### config.mk
export PLATFORM = sky130hd
export DESIGN_NAME = flash_busy_poll
export DESIGN_NICKNAME = d
export VERILOG_FILES = /design/src/rtl/flash_poll_pkg.sv /design/src/rtl/flash_poll_ctl.sv /design/src/rtl/flash_poll_dp.sv /design/src/rtl/flash_busy_poll.sv
export SDC_FILE = /design/constraint.sdc
export NUM_CORES = 2
export LEC_CHECK = 0
export CAP_MARGIN = 40
export CELL_PAD_IN_SITES_DETAIL_PLACEMENT = 1
export CELL_PAD_IN_SITES_GLOBAL_PLACEMENT = 2
export CORE_AREA = 2 2 474 476
export DETAILED_ROUTE_END_ITERATION = 7
export DIE_AREA = 0 0 476 478
export PLACE_DENSITY_LB_ADDON = 0.1
export SYNTH_ARGS = -nofsm -noshare
export SYNTH_HDL_FRONTEND = slang
export SYNTH_HIERARCHICAL = 1
export SYNTH_SLANG_ARGS = --single-unit
### constraint.sdc
create_clock -name clk -period 3.29 [get_ports clk]
set_clock_uncertainty 0.15 [all_clocks]
set_input_delay 0.4935 -clock clk [delete_from_list [all_inputs] [get_ports clk]]
set_output_delay 0.4935 -clock clk [all_outputs]
set_load 0.005 [all_outputs]
### src/rtl/flash_poll_pkg.sv
package flash_poll_pkg;
  localparam int DATA_W = 8;

  typedef enum logic [1:0] {
    OP_PROG   = 2'b00,
    OP_BERASE = 2'b01,
    OP_CERASE = 2'b10,
    OP_NONE   = 2'b11
  } opKind_t;

  typedef struct packed {
    logic capture;
    logic commit;
    logic busy;
  } ctlStrobe_t;
endpackage

### src/rtl/flash_poll_ctl.sv
module flash_poll_ctl
  import flash_poll_pkg::*;
#(
  parameter int BLK_BITS  = 2,
  parameter int BOOT_IDX  = 3,
  parameter int PROG_CYC  = 4,
  parameter int ERASE_CYC = 20
) (
  input  logic                clk,
  input  logic                rstN,
  input  logic                startValid,
  input  logic [1:0]          startOp,
  input  logic [BLK_BITS-1:0] startBlk,
  input  logic                bootLock,
  output ctlStrobe_t          strobe
);
  localparam int MAX_CYC = (PROG_CYC > ERASE_CYC) ? PROG_CYC : ERASE_CYC;
  localparam int CNT_W   = $clog2(MAX_CYC + 1);

  opKind_t            reqOp;
  logic               bootTarget;
  logic               legal;
  logic               accept;
  logic               busyQ;
  logic [CNT_W-1:0]   cntQ;

  always_comb begin
    reqOp      = opKind_t'(startOp);
    bootTarget = (startBlk == BLK_BITS'(BOOT_IDX));
    legal      = (reqOp != OP_NONE) &&
                 !(bootLock && bootTarget && (reqOp != OP_CERASE));
    accept     = startValid && !busyQ && legal;
  end

  always_ff @(posedge clk or negedge rstN) begin
    if (!rstN) begin
      busyQ <= 1'b0;
      cntQ  <= '0;
    end else if (accept) begin
      busyQ <= 1'b1;
      cntQ  <= (reqOp == OP_PROG) ? CNT_W'(PROG_CYC - 1) : CNT_W'(ERASE_CYC - 1);
    end else if (busyQ) begin
      if (cntQ == '0) busyQ <= 1'b0;
      else            cntQ  <= cntQ - 1'b1;
    end
  end

  always_comb begin
    strobe.capture = accept;
    strobe.commit  = busyQ && (cntQ == '0);
    strobe.busy    = busyQ;
  end
endmodule

### src/rtl/flash_poll_dp.sv
module flash_poll_dp
  import flash_poll_pkg::*;
#(
  parameter int ADDR_W   = 8,
  parameter int BLK_BITS = 2,
  parameter int BOOT_IDX = 3
) (
  input  logic              clk,
  input  logic              rstN,
  input  ctlStrobe_t        strobe,
  input  logic [1:0]        startOp,
  input  logic [ADDR_W-1:0] startAddr,
  input  logic [DATA_W-1:0] startData,
  input  logic              bootLock,
  input  logic              rdEn,
  input  logic [ADDR_W-1:0] rdAddr,
  output logic [DATA_W-1:0] rdData
);
  localparam int DEPTH = 1 << ADDR_W;

  logic [DATA_W-1:0] mem [DEPTH];
  opKind_t           opQ;
  logic [ADDR_W-1:0] addrQ;
  logic [DATA_W-1:0] dataQ;
  logic              lockQ;
  logic              toggleQ;
  logic [DEPTH-1:0]  hitVec;
  logic              statBit7;

  // One hit flag per byte: does the pending operation touch it?
  for (genvar g = 0; g < DEPTH; g++) begin : g_hit
    localparam logic [ADDR_W-1:0] ADR = ADDR_W'(g);
    logic sameBlk;
    logic inBoot;
    assign sameBlk = (addrQ[ADDR_W-1 -: BLK_BITS] == ADR[ADDR_W-1 -: BLK_BITS]);
    assign inBoot  = (ADR[ADDR_W-1 -: BLK_BITS] == BLK_BITS'(BOOT_IDX));
    always_comb begin
      unique case (opQ)
        OP_PROG:   hitVec[g] = (addrQ == ADR);
        OP_BERASE: hitVec[g] = sameBlk;
        OP_CERASE: hitVec[g] = !(lockQ && inBoot);
        default:   hitVec[g] = 1'b0;
      endcase
    end
  end

  always_ff @(posedge clk or negedge rstN) begin
    if (!rstN) begin
      opQ   <= OP_NONE;
      addrQ <= '0;
      dataQ <= '0;
      lockQ <= 1'b0;
    end else if (strobe.capture) begin
      opQ   <= opKind_t'(startOp);
      addrQ <= startAddr;
      dataQ <= startData;
      lockQ <= bootLock;
    end
  end

  always_ff @(posedge clk or negedge rstN) begin
    if (!rstN) begin
      for (int i = 0; i < DEPTH; i++) mem[i] <= '1;
    end else if (strobe.commit) begin
      for (int i = 0; i < DEPTH; i++) begin
        if (hitVec[i]) mem[i] <= (opQ == OP_PROG) ? (mem[i] & dataQ) : '1;
      end
    end
  end

  assign statBit7 = (opQ == OP_PROG) ? ~dataQ[DATA_W-1] : 1'b0;

  always_ff @(posedge clk or negedge rstN) begin
    if (!rstN) begin
      rdData  <= '0;
      toggleQ <= 1'b0;
    end else begin
      if (strobe.capture) toggleQ <= 1'b0;
      if (rdEn) begin
        if (strobe.busy) begin
          rdData  <= {statBit7, toggleQ, {(DATA_W-2){1'b0}}};
          toggleQ <= ~toggleQ;
        end else begin
          rdData  <= mem[rdAddr];
        end
      end
    end
  end
endmodule

### src/rtl/flash_busy_poll.sv
module flash_busy_poll
  import flash_poll_pkg::*;
#(
  parameter int ADDR_W    = 8,
  parameter int NUM_BLK   = 4,
  parameter int PROG_CYC  = 4,
  parameter int ERASE_CYC = 20
) (
  input  logic              clk,
  input  logic              rstN,
  input  logic              startValid,
  input  logic [1:0]        startOp,
  input  logic [ADDR_W-1:0] startAddr,
  input  logic [7:0]        startData,
  input  logic              bootLock,
  input  logic              rdEn,
  input  logic [ADDR_W-1:0] rdAddr,
  output logic [7:0]        rdData,
  output logic              busy
);
  localparam int BLK_BITS = $clog2(NUM_BLK);
  localparam int BOOT_IDX = NUM_BLK - 1;

  ctlStrobe_t strobe;

  flash_poll_ctl #(
    .BLK_BITS(BLK_BITS), .BOOT_IDX(BOOT_IDX),
    .PROG_CYC(PROG_CYC), .ERASE_CYC(ERASE_CYC)
  ) u_ctl (
    .clk(clk), .rstN(rstN), .startValid(startValid), .startOp(startOp),
    .startBlk(startAddr[ADDR_W-1 -: BLK_BITS]), .bootLock(bootLock),
    .strobe(strobe)
  );

  flash_poll_dp #(
    .ADDR_W(ADDR_W), .BLK_BITS(BLK_BITS), .BOOT_IDX(BOOT_IDX)
  ) u_dp (
    .clk(clk), .rstN(rstN), .strobe(strobe), .startOp(startOp),
    .startAddr(startAddr), .startData(startData), .bootLock(bootLock),
    .rdEn(rdEn), .rdAddr(rdAddr), .rdData(rdData)
  );

  assign busy = strobe.busy;
endmodule

==> reports/results.tsv <==
metric	value	unit
outcome	finished with violations	
failing checks	setup timing	
final setup violation count	1	
Worst Hold Slack	0.08717	ns
initial drt markers	6036	
total via count in the routed design	74360	
DRC Markers	0	
Maximum Capacitance Violations	0	
area of the die	227500	sq um
Rel. slew slack	0.3186	
number of global-route vias before repair	78550	
estimated wirelength of the detail-placed design	239900	um
Reg-to-Reg Start	u_dp/opQ[0]	
Mapped Avg Cell Area	10.80	sq um
average routed wire per standard cell	29.10	um
Hold Path Depth	2	
pin count of the biggest net entering global routing	162	
Filler Cells Inserted	23570	
Most common cell on crit path	sky130_fd_sc_hd__buf_4	
launch point of the worst hold path	startData[2]	
arrival time at the worst endpoint	3.95	ns
drt via density	6.002	
RSZ-0062 raised after global routing	false	
Detail Route Antenna Nets	0	
H-Tree Level Count	4	
ratio of total power to cell area	990.2	nW/um^2
worst min path class	in -> reg	
area after detailed placement	104400	sq um
non-filler instance count after layout	12390	
number of nets at the end of the flow	9245	
sequential share of the synthesized area	0.5751	
antenna violations before repair	8	
post-synthesis cell area	95050	sq um
area of the multi-input gates	36940	sq um
Slowest cell on crit path	sky130_fd_sc_hd__mux4_2	
clock sink count	2082	
number of buffers between clock root and the deepest sink	3	
sequential cell area	54700	sq um
number of cells after detailed placement	11970	
die boundary width	476	um
finished layout cell area	112000	sq um
worst setup path category	in -> reg	
I/O Pins	40	
LEAKAGE	49.36	nW
transition time at the pin with the least slew margin	1.022	ns
number of buffers created by CTS	229	
number of enable-type register cells in the synthesized netlist	0	
Worst Path Max Fanout	17	
Gate Count Post-Synth	8805	
initial core utilization	0.4260	
overall power of the completed layout	110.9	mW
end-of-flow core utilization	0.5020	
crit-path max cell delay	0.51	ns
setup bufs post-CTS	0	
Placer Congestion	0.8599	
Critical Path Start Type	input port	
most area-consuming cells after synthesis	sky130_fd_sc_hd__dfstp_2 (57%), sky130_fd_sc_hd__mux4_2 (11%), sky130_fd_sc_hd__o21ai_0 (11%)	
Peak VDD IR	0.0005030	V
number of detailed-routing iterations run before antenna repair	6	
count of pins over their slew limit	0	
distinct cell type count of the synthesized netlist	74	
die height	478	um
portion of synthesized cell area occupied by the leading cell type	0.5667	
IO buf count	39	
core area	223200	sq um
ratio of cells with drive above 1 in the final layout	0.4085	
crit path setup slack, layout	-0.06743	ns
required time of the worst setup path	3.88	ns
flip-flop and latch count after synthesis	2082	
CTS tree	built	
first element of the critical path	rdAddr[0]	
number of warnings issued by yosys	6	
biggest area consumer among synthesized cells	sky130_fd_sc_hd__dfstp_2	
area growth from synthesis to layout	17.85	%
Synth Flop Type	sky130_fd_sc_hd__dfstp_2	
Worst-Skew Late Latency	0.88	ns
final cycle utilization of the critical path	1.020	
wire length of the first global-routing pass	539900	um
worst-path cell chain	buf_8, buf_12, buf_12, buf_4, mux4_2, nand2_1, o221ai_1, o21ai_0, a31oi_1, buf_4, a31oi_1, buf_4, a41oi_1	
Root Buffer	sky130_fd_sc_hd__clkbuf_16	
upper clock frequency limit	297.8	MHz
CP Capture Type	register	
Worst Reg-to-Reg Cells	9	
Syn Nets	8837	
async set-or-reset flop fraction in the synthesized netlist	1.000	
Core Rows	174	
aggregate routed wire length	360500	um
grt ovf	0	
number of hold violations in the final report	0	
overall global routing resource usage	0.3179	
post-CTS clock slew at the launch and capture registers of the worst setup and hold paths	0.06	ns
final critical-path required period	3.357	ns
-- state kept, by name, summed over array words and instances, names as in the netlist --
signal	count
u_ctl/busyQ	1
u_ctl/cntQ	5
u_dp/addrQ	8
u_dp/dataQ	8
u_dp/lockQ	1
u_dp/mem	2048
u_dp/opQ	2
u_dp/rdData	8
u_dp/toggleQ	1
-- cell type report --
type                            instances  area share
Clock inverter                         71    0.007774
Multi-Input combinational cell       5957      0.3297
Inverter                               14   0.0005138
Timing Repair Buffer                  929     0.08030
Sequential cell                      2082      0.4882
Tap cell                             2992     0.03342
Antenna cell                            2  0.00004468
Clock buffer                          342     0.05997
-- layout by cell type (no fill, tap or decap), types with 13 or more instances in the layout --
| master | count |
|---|---|
| sky130_fd_sc_hd__o221ai_1 | 63 |
| sky130_fd_sc_hd__clkbuf_1 | 59 |
| sky130_fd_sc_hd__o21ai_0 | 2018 |
| sky130_fd_sc_hd__mux4_2 | 472 |
| sky130_fd_sc_hd__a31oi_1 | 19 |
| sky130_fd_sc_hd__clkbuf_16 | 231 |
| sky130_fd_sc_hd__nor3_1 | 28 |
| sky130_fd_sc_hd__mux2i_1 | 157 |
| sky130_fd_sc_hd__nand2b_1 | 13 |
| sky130_fd_sc_hd__buf_4 | 684 |
| sky130_fd_sc_hd__buf_12 | 160 |
| sky130_fd_sc_hd__dfstp_2 | 2050 |
| sky130_fd_sc_hd__nor2b_1 | 16 |
| sky130_fd_sc_hd__buf_2 | 46 |
| sky130_fd_sc_hd__a21oi_1 | 62 |
| sky130_fd_sc_hd__o21ai_1 | 312 |
| sky130_fd_sc_hd__clkinv_2 | 41 |
| sky130_fd_sc_hd__nand3_1 | 33 |
| sky130_fd_sc_hd__bufinv_16 | 17 |
| sky130_fd_sc_hd__nand2_1 | 2213 |
| sky130_fd_sc_hd__clkdlybuf4s50_1 | 31 |
| sky130_fd_sc_hd__a22oi_1 | 37 |
| sky130_fd_sc_hd__dfrtp_1 | 24 |
| sky130_fd_sc_hd__o22ai_1 | 30 |
| sky130_fd_sc_hd__mux2_2 | 22 |
| sky130_fd_sc_hd__nor2_1 | 288 |
| sky130_fd_sc_hd__clkbuf_8 | 52 |
-- final timing paths --
check	end	slack, ns
max	u_dp/rdData[0]	-0.07
min	u_dp/dataQ[2]	0.09
max reg2reg	u_dp/mem[1784]	0.15
min reg2reg	u_dp/mem[1161]	0.32
max in group asynchronous	u_dp/rdData[2]	1.11
min in group asynchronous	u_dp/rdData[3]	0.58
-- critical path: cells and delay by family --
| kind | cells | cell delay [ns] |
|---|---|---|
| buffers and inverters | 6 | 1.37 |
| AO/OA/AOI/OAI | 5 | 1.39 |
| AND/OR/NAND/NOR | 1 | 0.09 |
| multiplexers | 1 | 0.51 |
-- cells in the mapped netlist, types with 31 or more instances --
cell type and n:
sky130_fd_sc_hd__buf_2 75, sky130_fd_sc_hd__o21ai_1 313, sky130_fd_sc_hd__a21oi_1 62, sky130_fd_sc_hd__nand2_1 2218, sky130_fd_sc_hd__a22oi_1 37, sky130_fd_sc_hd__mux2i_1 157
sky130_fd_sc_hd__dfrtp_1 32, sky130_fd_sc_hd__o221ai_1 63, sky130_fd_sc_hd__clkbuf_1 592, sky130_fd_sc_hd__o22ai_1 31, sky130_fd_sc_hd__mux4_2 472, sky130_fd_sc_hd__nor2_1 289
sky130_fd_sc_hd__nand3_1 42, sky130_fd_sc_hd__o21ai_0 2019, sky130_fd_sc_hd__dfstp_2 2050
-- report_power, final --
part           switching, mW  leakage (nW)  internal, mW
Combinational           19.4          23.8          12.8
Sequential              6.97          21.8          45.6
Clock                   10.9          3.74          15.3
-- metrics by stage --
| stage | TNS [ns] | setup slack (ns) |
|---|---|---|
| 2_1_floorplan | 0 | 0.5944 |
| 6_report | -0.06743 | -0.06743 |
| 3_3_place_gp | -5.868 | -0.8376 |
| 4_1_cts | 0 | 0.002594 |
| 5_1_grt | 0 | 0.02274 |
| 3_5_place_dp | -4.326 | -0.8046 |
-- repair_timing --
item                                    CTS  global route
hold endpoints to repair                281             0
hold buffers                              3             0
endpoints found under the setup margin    0            44
resized for setup                         0             2
-- cell families (layout without fill, tap and decap cells) --
group           after synthesis  in the layout  synth area share
simple gates               2669           2669            0.1092
compound gates             2636           2636            0.1465
flops                      2082           2082            0.5751
buf+inv                     766           1356           0.03816
mux                         651            651            0.1310
fa+ha+maj                     1              1         0.0001316
other cells                   0              2                 0
-- routing by layer --
metal	routed length, um	part of all wire	global-route usage	vias up
met5	14	0.000039	0	-
met4	15200	0.042	0.1205	2
met3	19600	0.054	0.04475	620
met2	166600	0.46	0.4934	2158
met1	159100	0.44	0.4530	39970
li1	-	-	-	31610
Power figures use the tool's default switching activity.
